**src/rtl/dual_clk_div_pkg.sv**
```systemverilog
package dual_clk_div_pkg;
   typedef enum logic {
      DIV_POW2   = 1'b0,
      DIV_LINEAR = 1'b1
   } div_mode_e;

   function automatic int max_ratio(input div_mode_e mode, input int code_w);
      if (mode == DIV_POW2) return 1 << ((1 << code_w) - 1);
      else                  return (1 << code_w) - 1;
   endfunction
endpackage

```
**src/rtl/dual_div_ctl.sv**
```systemverilog
module dual_div_ctl #(
   parameter int CORE_SEL_W = 2,
   parameter int SYS_SEL_W  = 4,
   parameter int CORE_RST   = 0,
   parameter int SYS_RST    = 5
) (
   input  logic                  clk,
   input  logic                  rst_n,
   input  logic                  wr_en,
   input  logic [CORE_SEL_W-1:0] wr_core,
   input  logic [SYS_SEL_W-1:0]  wr_sys,
   output logic [CORE_SEL_W-1:0] pend_core,
   output logic [SYS_SEL_W-1:0]  pend_sys,
   output logic                  err
);
   logic sys_zero;
   assign sys_zero = (wr_sys == '0);

   always_ff @(posedge clk) begin
      if (!rst_n) begin
         pend_core <= CORE_SEL_W'(CORE_RST);
         pend_sys  <= SYS_SEL_W'(SYS_RST);
         err       <= 1'b0;
      end else if (wr_en) begin
         pend_core <= wr_core;
         if (sys_zero) begin
            err <= 1'b1;
         end else begin
            pend_sys <= wr_sys;
            err      <= 1'b0;
         end
      end
   end
endmodule

```
**src/rtl/dual_div_path.sv**
```systemverilog
module dual_div_path
   import dual_clk_div_pkg::*;
#(
   parameter div_mode_e MODE     = DIV_POW2,
   parameter int        CODE_W   = 2,
   parameter int        RST_CODE = 0
) (
   input  logic              clk,
   input  logic              rst_n,
   input  logic              ref_en,
   input  logic [CODE_W-1:0] pend_code,
   output logic [CODE_W-1:0] act_code,
   output logic              tick
);
   localparam int MAX_R = max_ratio(MODE, CODE_W);
   localparam int CNT_W = (MAX_R > 2) ? $clog2(MAX_R) : 1;
   localparam int R_W   = CNT_W + 1;

   logic [R_W-1:0]   pend_ratio;
   logic [R_W-1:0]   act_ratio;
   logic [CNT_W-1:0] cnt_q;
   logic [CNT_W-1:0] last_cnt;

   generate
      if (MODE == DIV_POW2) begin : g_pow2
         assign pend_ratio = R_W'(1) << pend_code;
         assign act_ratio  = R_W'(1) << act_code;
      end else begin : g_linear
         assign pend_ratio = R_W'(pend_code);
         assign act_ratio  = R_W'(act_code);
      end
   endgenerate

   assign last_cnt = CNT_W'(act_ratio - R_W'(1));
   assign tick     = ref_en && (cnt_q == '0);

   always_ff @(posedge clk) begin
      if (!rst_n) begin
         act_code <= CODE_W'(RST_CODE);
         cnt_q    <= '0;
      end else if (ref_en) begin
         if (cnt_q == '0) begin
            act_code <= pend_code;
            cnt_q    <= (pend_ratio == R_W'(1)) ? '0 : CNT_W'(1);
         end else if (cnt_q == last_cnt) begin
            cnt_q <= '0;
         end else begin
            cnt_q <= cnt_q + CNT_W'(1);
         end
      end
   end
endmodule

```
**src/rtl/dual_clk_divider.sv**
```systemverilog
module dual_clk_divider
   import dual_clk_div_pkg::*;
#(
   parameter int CORE_SEL_W = 2,
   parameter int SYS_SEL_W  = 4,
   parameter int CORE_RST   = 0,
   parameter int SYS_RST    = 5
) (
   input  logic                            clk,
   input  logic                            rst_n,
   input  logic                            ref_en,
   input  logic                            wr_en,
   input  logic [CORE_SEL_W+SYS_SEL_W-1:0] wr_data,
   output logic                            core_en,
   output logic                            sys_en,
   output logic [CORE_SEL_W+SYS_SEL_W-1:0] rd_data,
   output logic                            sel_err
);
   localparam int REG_W = CORE_SEL_W + SYS_SEL_W;

   generate
      if (CORE_SEL_W < 1 || CORE_SEL_W > 3) begin : g_bad_core_w
         $error("CORE_SEL_W must be 1..3");
      end
      if (SYS_SEL_W < 2 || SYS_SEL_W > 8) begin : g_bad_sys_w
         $error("SYS_SEL_W must be 2..8");
      end
      if (SYS_RST < 1 || SYS_RST >= (1 << SYS_SEL_W)) begin : g_bad_sys_rst
         $error("SYS_RST must be a nonzero code");
      end
      if (CORE_RST < 0 || CORE_RST >= (1 << CORE_SEL_W)) begin : g_bad_core_rst
         $error("CORE_RST out of range");
      end
   endgenerate

   logic [CORE_SEL_W-1:0] pend_core, act_core;
   logic [SYS_SEL_W-1:0]  pend_sys, act_sys;

   dual_div_ctl #(
      .CORE_SEL_W(CORE_SEL_W), .SYS_SEL_W(SYS_SEL_W),
      .CORE_RST(CORE_RST),     .SYS_RST(SYS_RST)
   ) u_ctl (
      .clk(clk), .rst_n(rst_n), .wr_en(wr_en),
      .wr_core(wr_data[CORE_SEL_W-1:0]),
      .wr_sys(wr_data[REG_W-1:CORE_SEL_W]),
      .pend_core(pend_core), .pend_sys(pend_sys), .err(sel_err)
   );

   dual_div_path #(.MODE(DIV_POW2), .CODE_W(CORE_SEL_W), .RST_CODE(CORE_RST)) u_core (
      .clk(clk), .rst_n(rst_n), .ref_en(ref_en),
      .pend_code(pend_core), .act_code(act_core), .tick(core_en)
   );

   dual_div_path #(.MODE(DIV_LINEAR), .CODE_W(SYS_SEL_W), .RST_CODE(SYS_RST)) u_sys (
      .clk(clk), .rst_n(rst_n), .ref_en(ref_en),
      .pend_code(pend_sys), .act_code(act_sys), .tick(sys_en)
   );

   assign rd_data = {act_sys, act_core};
endmodule

```
**config.mk**
```make
export PLATFORM = sky130hd
export DESIGN_NAME = dual_clk_divider
export DESIGN_NICKNAME = d
export VERILOG_FILES = /design/src/rtl/dual_clk_div_pkg.sv /design/src/rtl/dual_div_ctl.sv /design/src/rtl/dual_div_path.sv /design/src/rtl/dual_clk_divider.sv
export SDC_FILE = /design/constraint.sdc
export NUM_CORES = 1
export LEC_CHECK = 0
export BUFFER_PORTS_ARGS = -buffer_cell sky130_fd_sc_hd__buf_2
export CORE_MARGIN = 5
export CORE_UTILIZATION = 43
export DETAILED_ROUTE_END_ITERATION = 6
export PLACE_DENSITY_LB_ADDON = 0.12
export SETUP_SLACK_MARGIN = 0.05
export SKIP_LAST_GASP = 1
export SLEW_MARGIN = 10
export SYNTH_ARGS = -nofsm -noshare
export SYNTH_HDL_FRONTEND = slang
export SYNTH_SLANG_ARGS = --single-unit
export TNS_END_PERCENT = 1
```
**constraint.sdc**
```tcl
create_clock -name clk -period 1.9 [get_ports clk]
set_clock_uncertainty 0.05 [all_clocks]
set_input_delay 0.57 -clock clk [delete_from_list [all_inputs] [get_ports clk]]
set_output_delay 0.57 -clock clk [all_outputs]
set_load 0.05 [all_outputs]
```
# Word-level counts from Yosys, hierarchy flattened
# Index checks and enable logic that the tools add are counted.
# W data, S select, Z words.
# totals
regBits,20
in_bits,10
wordCells,33
out_inout_bits,9
# op_classes
bitwise,1
n_addsub,4
n_mux,7
shift,2
eq_ne,4
reduce_logical,8
# op_table
cell,n
$eq A4 B1 Y1 const B,2
$logic_not A4 Y1,2
$mux W4,2
$mux W3,2
$reduce_and A2 Y1,3
$add A4 B1 Y4 const B,1
$eq A4 B4 Y1,1
$shl A1 B2 Y4 const A,1
$sub A4 B1 Y4 const B,1
$add A3 B1 Y3 const B,1
$eq A3 B3 Y1,1
$logic_not A3 Y1,1
$mux W1,3
$shl A1 B2 Y3 const A,1
$sub A3 B1 Y3 const B,1
$logic_and A1 B1 Y1,2
$not A1 Y1,1

# Depth between registers and ports, before layout
# Gate-level depths: netlist of the first run.
# depth
ltp_word,5
ltp_mapped,7
ltp_nobuf,6

# By module
# From an unflattened synthesis of the first run, not the netlist that was laid out.
# hier_totals
cells_unflattened,123
area_unflattened_um2,1098.6
# by_module_without_submodules
mod,seq_area_each_um2,cells_per_inst,n_inst,area_each_um2
dual_div_path (u_sys),160.2,60,1,515.5
dual_div_path (u_core),100.1,36,1,295.3
dual_div_ctl,140.1,27,1,287.8

# Worst setup path after synthesis of the first run
# Ideal clock, no wire load.
# synth_path
path_kind,reg2reg
startpoint,reg u_sys.act_code[0]
endpoint,reg u_sys.cnt_q[3]
t_arrival_ps,1617
required_time_ps,1721
n_path_buf,0
path_slack_ps,103
setup_time_ps,129
stages_incl_launch_ff,7
synth_period_minus_slack_ps,1797
path_cell_list,dfxtp_1 > inv_1 > ha_1 > xor2_1 > nand3_1 > o21ai_1 > o211ai_1
# synth_via
elab_chain_len,4
# synth_rtl
element,line,rtl
start: declaration,dual_div_path.sv:12,"output logic [CODE_W-1:0] act_code,"
start signal: assignment,dual_div_path.sv:39,act_code <= CODE_W'(RST_CODE);
start signal: assignment,dual_div_path.sv:43,act_code <= pend_code;
$sub A4 B1 Y4,dual_div_path.sv:34,assign last_cnt = CNT_W'(act_ratio - R_W'(1));
$eq A4 B4 Y1,dual_div_path.sv:45,end else if (cnt_q == last_cnt) begin
$mux W4,dual_div_path.sv:45,
$mux W4,dual_div_path.sv:42,if (cnt_q == '0) begin
end signal: assignment,dual_div_path.sv:44,cnt_q <= (pend_ratio == R_W'(1)) ? '0 : CNT_W'(1);
end signal: assignment,dual_div_path.sv:48,cnt_q <= cnt_q + CNT_W'(1);
end: declaration,dual_div_path.sv:21,logic [CNT_W-1:0] cnt_q;
# Every way passes these cells.
# A chain may end at the register's enable or synchronous reset.

# Final worst setup path of the first run
# layout_path
startpoint,reg u_sys.cnt_q[0]
endpoint,out sys_en
# layout_via
elab_chain_len,2
# layout_rtl
element,line,rtl
$logic_not A4 Y1,dual_div_path.sv:35,assign tick = ref_en && (cnt_q == '0);
$logic_and A1 B1 Y1,dual_div_path.sv:35,
end: declaration,dual_clk_divider.sv:15,"output logic sys_en,"
# Every way passes these cells.

==> metrics.cfg, run 1 <==
[global_route]
grt_use_total=0.1360
grt_pass1_wl_um=3801
grt_max_degree=12
antenna_found_initial=0
grt_remaining_overflow=0
grt_pass1_vias=901

[place]
pre_cts_ws_ns=-0.04125
routabilityCongestion=0.8412
dp_hpwl_um=1637
port_buffers=18

[logic_synthesis]
syn_area_per_cell_um2=9.023
synth_cell_types=35
ys_seq_area_frac=0.3760
netlist_area_um2=1065
netlist_instances=118
ys_seq_elements=20
ys_warn_count=0
synth_nets=133

[clock_tree]
cts-root-buf=clkbuf_4
cts.path.max_buffers=2
clk_pin_slew_ns=0.11
insertion_delay_ns=0.29
htreeDepth=1
numCtsBuffers=3
cts_tree=yes
clock-sinks=20
hold_buffers=0

[route]
drtIter0Drc=30
drc=0
wirelength_um=2163
num_vias=898
drtPass1Iterations=4
antenna_left=0
vias_per_cell=5.131
wl_per_cell_um=12.36

[timing]
min_period_ns=1.954
setup_viol=1
hold_viol=0
rsz0062_at_grt=true
fin_crit_sh=1.028
maxClockFrequency_ghz=0.5117
relSlewSlack=0.6580
slew_viol_final=0
layout_setup_ws_ns=-0.05412
worstMarginPinSlew_ns=0.5074

[final_layout]
seq_area_um2=407.9
fin_nets=162
multi_input_area_um2=638.1
area_delta_synth_final_pct=24.44
fillers=221
final_cell_mix=buf_2 (16), dfxtp_1 (16), nand2_1 (14)
insertedDiodeCount=0
drive_gt1_frac=0.2966

[floorplan]
dieHeight_um=59.76
ios=19
core_um2=2432
chipWidth_um=59.76
fp.dieArea_um2=3571
initial_core_util=0.4378
row_count=18

[power]
peakVddDrop_mv=0.4096
leakage_nw=0.6044
power_density_nw_per_um2=677.1
power.total_mw=0.8971

[job]
cap_violations=0

[worst_setup_path]
arrival_ns=1.33
critical_path_class=reg2out
reg2reg_slack_ns=0.33
critPathRequiredTime_ns=1.28
cp_max_fo=2
cp-end-kind=primary output
start_kind=flop

[worst_hold_path]
holdCritPathClass=reg2reg

[status]
outcome=finished with violations
violations=setup timing

registers in the layout, summed over array words and instances, names as in the netlist:
signal / count
u_ctl.pend_sys: 4
u_sys.act_code: 4
u_sys.cnt_q: 4
u_core.cnt_q: 3
u_core.act_code: 2
u_ctl.pend_core: 2
u_ctl.err: 1
report_power, final:
| group | internal (mW) | switching (mW) |
|---|---|---|
| logic | 0.109 | 0.129 |
| clock network | 0.0737 | 0.126 |
| registers | 0.441 | 0.0183 |
| total | 0.624 | 0.273 |
timing repair:
action	4_1_cts	5_1_grt
setup endpoints to repair	2	2
buffers inserted	1	1
resized for setup	14	1
pin swaps	2	1
synthesized netlist by cell type (all sizes together):
library cell | number | area share
clkbuf | 4 | 0.014
mux2i | 6 | 0.056
a22oi | 2 | 0.014
buf | 1 | 0.0047
a21oi | 2 | 0.013
dfxtp | 20 | 0.38
a21boi | 2 | 0.014
nand4 | 1 | 0.0059
nor3b | 1 | 0.0071
o21ai | 3 | 0.014
o41ai | 1 | 0.015
nand2b | 3 | 0.018
nor3 | 1 | 0.0047
a31o | 1 | 0.0082
o211a | 2 | 0.019
nor2b | 11 | 0.065
nor2 | 4 | 0.014
inv | 9 | 0.032
nand3 | 4 | 0.019
o211ai | 3 | 0.021
o2bb2ai | 1 | 0.0082
xor2 | 2 | 0.016
xnor2 | 3 | 0.025
xnor3 | 1 | 0.021
and4b | 1 | 0.0094
a211oi | 1 | 0.0071
or4 | 1 | 0.011
nor4b | 1 | 0.0082
o22ai | 2 | 0.012
o21a | 3 | 0.021
nor4bb | 1 | 0.0094
or4b | 1 | 0.0094
ha | 5 | 0.059
nand2 | 14 | 0.049
path summary, 6_finish.rpt:
path | start | endpoint | cells after the start
hold / removal | u_ctl.err | u_ctl.err | 1
hold reg to reg | u_ctl.err | u_ctl.err | 1
setup / recovery | u_sys.cnt_q[0] | sys_en | 5
setup reg to reg | u_sys.act_code[0] | u_sys.cnt_q[3] | 6
metal layers:
| metal | track usage | up-vias | routed length, µm |
|---|---|---|---|
| li1 | - | 468 | - |
| met1 | 0.1829 | 407 | 1049 |
| met2 | 0.2207 | 21 | 988 |
| met3 | 0.01944 | 2 | 111 |
| met4 | 0.04747 | 0 | 14 |
| met5 | 0 | - | 0 |
area by class of cell:
type,count,area share
repair buffers,29,0.1398
multi-input cells,84,0.4816
well taps,30,0.02833
inverters,9,0.02550
flip-flops and latches,20,0.3078
clock buffers,3,0.01700
cells by family after synthesis:
logic type / share of synthesized area
adders and majority gates: 0.05875
AOI/OAI and AO/OA: 0.1669
buffers and inverters: 0.05052
xor gates and xnor gates: 0.06229
DFF: 0.3760
and+or+nand+nor: 0.2291
muxes: 0.05641
worst max-delay path, stage by stage, from the launching register on:
cell and delay (ns):
dfxtp_2 0.34, inv_2 0.07, ha_4 0.13, nor4bb_4 0.19
buf_4 0.17, buf_8 0.14
metrics by stage:
step,utilization,area (µm²),instances,TNS [ns],hold slack (ns)
2_1_floorplan,-,1065,118,0,0.3934
3_3_place_gp,0.5098,1240,170,-0.09496,0.4111
3_5_place_dp,0.5098,1240,170,-0.04125,0.4140
4_1_cts,0.5406,1315,174,-0.06560,0.4414
5_1_grt,0.5448,1325,175,-0.1928,0.4607
6_report,0.5448,1325,175,-0.05412,0.4358
No activity file was read; power rests on OpenSTA's default activity.
==> run 2: changes to the inputs <==
--- a/config.mk
+++ b/config.mk
@@ -15,5 +15,6 @@
 export SLEW_MARGIN = 10
 export SYNTH_ARGS = -nofsm -noshare
 export SYNTH_HDL_FRONTEND = slang
+export SYNTH_HIERARCHICAL = 1
 export SYNTH_SLANG_ARGS = --single-unit
 export TNS_END_PERCENT = 1
==> run 2 against run 1 <==
The run still ends with setup timing left; utilization is 1.1 points higher; routed wire length is 7.1% higher; first-iteration DRC count is 20% lower; critical path depth stayed put; critical path type unchanged; fmax is 0.92% higher.
==> metrics.cfg, run 2 <==
[logic_synthesis]
ys_seq_area_frac=0.3645  ; -0.01156
synthArstFlopShare=0  ; unchanged
netlist_area_um2=1099  ; +3.2%
yosysTopAreaCell=dfxtp_1
synth_top_area_share=0.3645  ; -0.01156
synthTopCellsByArea=dfxtp_1 (36%), ha_1 (5.7%), mux2i_1 (5.5%), inv_1 (3.8%), nor2_1 (3.4%)
synth_mux_area_frac=0.05467  ; -0.001735
ys_seq_elements=20  ; unchanged
synth_nets=138  ; +3.8%
synthSimpleGateAreaFrac=0.2187  ; -0.01046
synth_xor_area_frac=0.06036  ; -0.001915
netlist_instances=123  ; +4.2%
synth_top_family_by_area=simple AND/OR/NAND/NOR gates
synth_most_common_cell=dfxtp_1
synthFlopType=dfxtp_1
syn_area_per_cell_um2=8.931  ; -1.0%
synth_cell_types=43  ; +23%
synth_fa_ha_area_frac=0.05695  ; -0.001807
ys_warn_count=6  ; +6
synth_edf_count=0  ; unchanged
synth_common_cells=dfxtp_1 (20), inv_1 (11), nor2_1 (10)
synth_compound_area_frac=0.1856  ; +0.01879

[worst_setup_path]
start_kind=flop
cp_max_fo=2  ; unchanged
arrival_ns=1.32  ; about the same
cp-end-kind=primary output
critPathRequiredTime_ns=1.28  ; about the same
reg2reg_depth=6  ; unchanged
critical_path_class=reg2out

[timing]
fin_tns_setup_ns=-0.04704  ; +0.007077 ns
min_period_ns=1.936  ; -0.01776 ns
hold_viol=0  ; unchanged
fin_crit_sh=1.019  ; -0.009348
maxClockFrequency_ghz=0.5164  ; +0.92%
slew_viol_final=0  ; unchanged
worstMarginPinSlew_ns=0.3995  ; -0.1079 ns
setup_viol=2  ; +1
relSlewSlack=0.7317  ; +0.07369
layout_setup_ws_ns=-0.03635  ; +0.01776 ns
rsz0062_at_grt=true

[route]
num_vias=986  ; +9.8%
antenna_left=0  ; unchanged
drtIter0Drc=24  ; -20%
wl_per_cell_um=12.87  ; +4.1%
drc=0  ; unchanged
drtPass1Iterations=4  ; unchanged
wirelength_um=2316  ; +7.1%
vias_per_cell=5.478  ; +6.7%

[floorplan]
fp.dieArea_um2=3666  ; +2.6%
core_um2=2455  ; +0.93%
initial_core_util=0.4475  ; +0.009746
ios=19  ; unchanged
row_count=18  ; unchanged
chipWidth_um=60.55  ; +1.3%
dieHeight_um=60.55  ; +1.3%

[clock_tree]
hold_buffers=0  ; unchanged
insertion_delay_ns=0.30  ; about the same
post_cts_buffers=0  ; -1
clock-sinks=20  ; unchanged
cts.path.max_buffers=2  ; unchanged
clk_pin_slew_ns=0.12  ; about the same
htreeDepth=1  ; unchanged
numCtsBuffers=3  ; unchanged
cts-root-buf=clkbuf_4
cts_tree=yes

[power]
leakage_nw=0.6077  ; +0.54%
power.total_mw=1.013  ; +13%
peakVddDrop_mv=0.8336  ; +100%
power_density_nw_per_um2=742.5  ; +9.7%

[final_layout]
multi_input_area_um2=656.9  ; +2.9%
reg_top3=u_ctl/pend_sys x4, u_sys/act_code x4, u_sys/cnt_q x4
insertedDiodeCount=0  ; unchanged
final_cell_mix=buf_2 (16), dfxtp_1 (16), buf_4 (10), nor2_1 (10)
final_cells=180  ; +2.9%
fin_nets=166  ; +2.5%
fillers=230  ; +4.1%
seq_area_um2=405.4  ; -0.61%
drive_gt1_frac=0.2933  ; -0.003218
area_delta_synth_final_pct=24.15

[global_route]
grt_max_degree=15  ; +3
grt_use_total=0.1399  ; +0.003860
grt_remaining_overflow=0  ; unchanged
antenna_found_initial=0  ; unchanged
grt_pass1_vias=921  ; +2.2%
grt_pass1_wl_um=3905  ; +2.7%

[place]
routabilityCongestion=0.7947  ; -5.5%
dp_cells=176  ; +3.5%
port_buffers=18  ; unchanged
dp_hpwl_um=1759  ; +7.5%

[worst_hold_path]
min_path_cells=2  ; +1
holdCritPathClass=reg2reg

[job]
cap_violations=0  ; unchanged

[status]
outcome=finished with violations
violations=setup timing

run 2: cell families after synthesis:
family / after synthesis
and+or+nand+nor: 42
DFF: 20
xor gates and xnor gates: 6
AOI/OAI and AO/OA: 29
muxes: 6
buffers and inverters: 15
adders and majority gates: 5
run 2: cell type report:
type	count	share of cell area
well taps	30	0.02752
clock buffers	3	0.01651
inverters	11	0.03028
repair buffers	27	0.1248
multi-input cells	88	0.4817
clock inverters	1	0.02202
flip-flops and latches	20	0.2972
run 2: metrics by stage:
step | instance area (µm²) | util | setup WS, ns | hold slack (ns)
after floorplan | 1099 | - | 0.1472 | 0.4056
after global placement | 1270 | 0.5173 | 0.06365 | 0.4472
after detailed placement | 1270 | 0.5173 | 0.03474 | 0.4403
after CTS | 1344 | 0.5474 | -0.05172 | 0.4454
after global routing | 1364 | 0.5556 | -0.1319 | 0.4511
final | 1364 | 0.5556 | -0.03635 | 0.4569
run 2: final timing paths:
path	slack, ns	endpoint	from
worst max-delay path	-0.04	sys_en	u_sys/cnt_q[1]
worst min-delay path	0.46	u_core/act_code[1]	u_ctl/pend_core[1]
worst max register to register	0.41	u_sys/cnt_q[0]	u_sys/act_code[0]
worst min register to register	0.46	u_core/act_code[1]	u_ctl/pend_core[1]
run 2: metal layers:
metal / up-vias / track usage / share of wire
met1: 471 / 0.1596 / 0.46
met3: 2 / 0.04468 / 0.032
met2: 17 / 0.2515 / 0.50
li1: 496 / - / -
met4: 0 / 0.03715 / 0.0082
met5: - / 0 / 0
run 2: critical path: stages, from the launching register on:
cell and delay [ns]:
dfxtp_2 0.34, inv_2 0.06, ha_4 0.12, nor3b_4 0.17
and2_4 0.18, buf_8 0.14
run 2: what timing repair did:
action,in CTS,in global routing
pin swaps,1,2
endpoints found under the setup margin,2,2
resized for setup,10,5
run 2: power breakdown:
group	internal, mW	total, mW	switching (mW)
sequential	0.439	0.457	0.0178
combinational	0.0890	0.208	0.119
clock	0.213	0.348	0.135
total	0.742	1.01	0.271
==> run 3: changes to the inputs <==
--- a/config.mk
+++ b/config.mk
@@ -9,6 +9,7 @@
 export CORE_MARGIN = 5
 export CORE_UTILIZATION = 43
 export DETAILED_ROUTE_END_ITERATION = 6
+export GPL_TIMING_DRIVEN = 0
 export PLACE_DENSITY_LB_ADDON = 0.12
 export SETUP_SLACK_MARGIN = 0.05
 export SKIP_LAST_GASP = 1
==> run 3 against run 2 <==
Clock power is 29% lower; count of clock-buffer cells in the layout rose by 1; worst hold slack lost 0.0049 ns; sequential share of layout area is 0.94 points higher; critical path depth unchanged; sequential power barely moved; register-to-register slack worse by 0.06 ns; the flow still finishes with violations (setup timing); total power fell by 9.9%; global-route usage rose by 0.73 points; largest power group unchanged; fmax decreased by 2.1%; cell area shrank 1.6%; critical endpoint unchanged; worst setup slack worse by 0.041 ns.
==> metrics.cfg, run 3 (same netlist as run 2, synthesis figures left out) <==
[timing]
setup_viol=2  ; unchanged
hold_viol=0  ; unchanged
slew_viol_final=0  ; unchanged
relSlewSlack=0.7055  ; -0.02624
layout_setup_ws_ns=-0.07753  ; -0.04117 ns
worstMarginPinSlew_ns=0.4386  ; +0.03908 ns
maxClockFrequency_ghz=0.5057  ; -2.1%
fin_crit_sh=1.041  ; +0.02167
min_period_ns=1.978  ; +0.04117 ns
rsz0062_at_grt=true

[clock_tree]
clock-sinks=20  ; unchanged
cts-root-buf=clkbuf_4
cts_tree=yes
insertion_delay_ns=0.29  ; about the same
numCtsBuffers=3  ; unchanged
cts.path.max_buffers=2  ; unchanged
htreeDepth=1  ; unchanged
clk_pin_slew_ns=0.11  ; about the same

[floorplan]
core_um2=2455  ; unchanged
row_count=18  ; unchanged
dieHeight_um=60.55  ; unchanged
ios=19  ; unchanged
chipWidth_um=60.55  ; unchanged
initial_core_util=0.4475  ; unchanged
fp.dieArea_um2=3666  ; unchanged

[global_route]
grt_pass1_vias=939  ; +2.0%
grt_use_total=0.1472  ; +0.007315
grt_pass1_wl_um=4064  ; +4.1%
grt_max_degree=12  ; -3
grt_remaining_overflow=0  ; unchanged
antenna_found_initial=0  ; unchanged

[worst_setup_path]
worst_path_largest_cell_delay_ns=0.37  ; +0.03 ns
start_kind=flop
crit_chain=inv_4, ha_4, nor3b_4, and2_4, buf_8
reg2reg_depth=8  ; +2
critPathRequiredTime_ns=1.28  ; about the same
arrival_ns=1.36  ; +0.04 ns
cp_max_fo=2  ; unchanged
crit_family=simple AND/OR/NAND/NOR gates
path_buf_inv=2  ; unchanged
cp-end-kind=primary output
cp_slowest_cell=dfxtp_4
critical_path_class=reg2out
cp.depth=5  ; unchanged

[power]
leakage_nw=0.5931  ; -2.4%
peakVddDrop_mv=0.6072  ; -27%
power_density_nw_per_um2=679.8  ; -8.4%
power.total_mw=0.9126  ; -9.9%

[final_layout]
final_cell_mix=buf_2 (16), dfxtp_1 (15), nor2_1 (10)
seq_area_um2=411.6  ; +1.5%
multi_input_area_um2=656.9  ; unchanged
fillers=246  ; +7.0%
final_common_cell=buf_2
area_delta_synth_final_pct=22.21
postLayoutCellArea_um2=1343  ; -1.6%
insertedDiodeCount=0  ; unchanged
reg_top3=u_ctl/pend_sys x4, u_sys/act_code x4, u_sys/cnt_q x4
fin_nets=165  ; -0.60%
drive_gt1_frac=0.2886  ; -0.004743

[route]
wl_per_cell_um=13.78  ; +7.1%
drc=0  ; unchanged
wirelength_um=2467  ; +6.5%
drtIter0Drc=23  ; -4.2%
vias_per_cell=5.475  ; about the same
num_vias=980  ; -0.61%
drtPass1Iterations=4  ; unchanged
antenna_left=0  ; unchanged

[place]
place_area_um2=1221  ; -3.8%
dp_hpwl_um=1740  ; -1.1%
routabilityCongestion=0.8022  ; +0.94%
port_buffers=17  ; -1

[worst_hold_path]
min_path_cells=2  ; unchanged
holdCritPathClass=reg2reg

[status]
violations=setup timing
outcome=finished with violations

[job]
cap_violations=0  ; unchanged

==> run 3: path summary, 6_finish.rpt <==
kind / startpoint / endpoint / slack [ns]
max: u_sys/cnt_q[1] / sys_en / -0.08
max reg2reg: u_sys/cnt_q[1] / u_sys/act_code[2] / 0.35
min: u_ctl/pend_core[1] / u_core/act_code[1] / 0.45
min reg2reg: u_ctl/pend_core[1] / u_core/act_code[1] / 0.45
==> run 3: timing repair <==
action | 4_1_cts | 5_1_grt
pin swaps | 1 | 1
gates resized for setup | 10 | 11
hold buffers | 0 | 0
setup endpoints to repair | 2 | 2
buffers inserted | 4 | 2
hold endpoints to repair | 0 | 0
==> run 3: power breakdown <==
group | internal [mW] | leakage [nW] | switching (mW)
logic | 0.0872 | 0.406 | 0.121
registers | 0.438 | 0.166 | 0.0199
clock network | 0.117 | 0.0210 | 0.129
total | 0.642 | 0.593 | 0.270
==> run 3: final cells by class <==
class / instances / area share
buffer: 3 / 0.01025
clock buffer: 4 / 0.02703
inverter: 11 / 0.03262
multi-input combinational: 88 / 0.4893
sequential: 20 / 0.3066
tap: 30 / 0.02796
timing repair buffer: 23 / 0.1062
==> run 3: per-layer routing <==
metal  wire length, µm  global-route usage  up-vias
li1                  -                   -      495
met1              1098              0.1736      466
met2              1261              0.2562       15
met3                85             0.04468        4
met4                21             0.04644        0
met5                 0                   0        -
==> run 3: worst register-to-register path, cell delays in order, from the launching register on <==
cell and delay (ns):
dfxtp_4 0.37, inv_4 0.05, ha_4 0.11, nor3b_4 0.20, and2_4 0.19, buf_4 0.10, buf_4 0.13, mux2i_1 0.18
nand2_1 0.06
==> run 3: per-stage QoR <==
stage	setup TNS, ns	hold WS, ns	std cells	setup WS (ns)	util
after detailed placement	-0.3484	0.4427	170	-0.3176	0.4975
after CTS	-0.3179	0.4588	178	-0.1713	0.5352
after global routing	-0.2935	0.4660	179	-0.1640	0.5469
after global placement	-0.3234	0.4369	170	-0.3080	0.4975
final	-0.1142	0.4520	179	-0.07753	0.5469
after floorplan	0	0.4056	123	0.1472	-
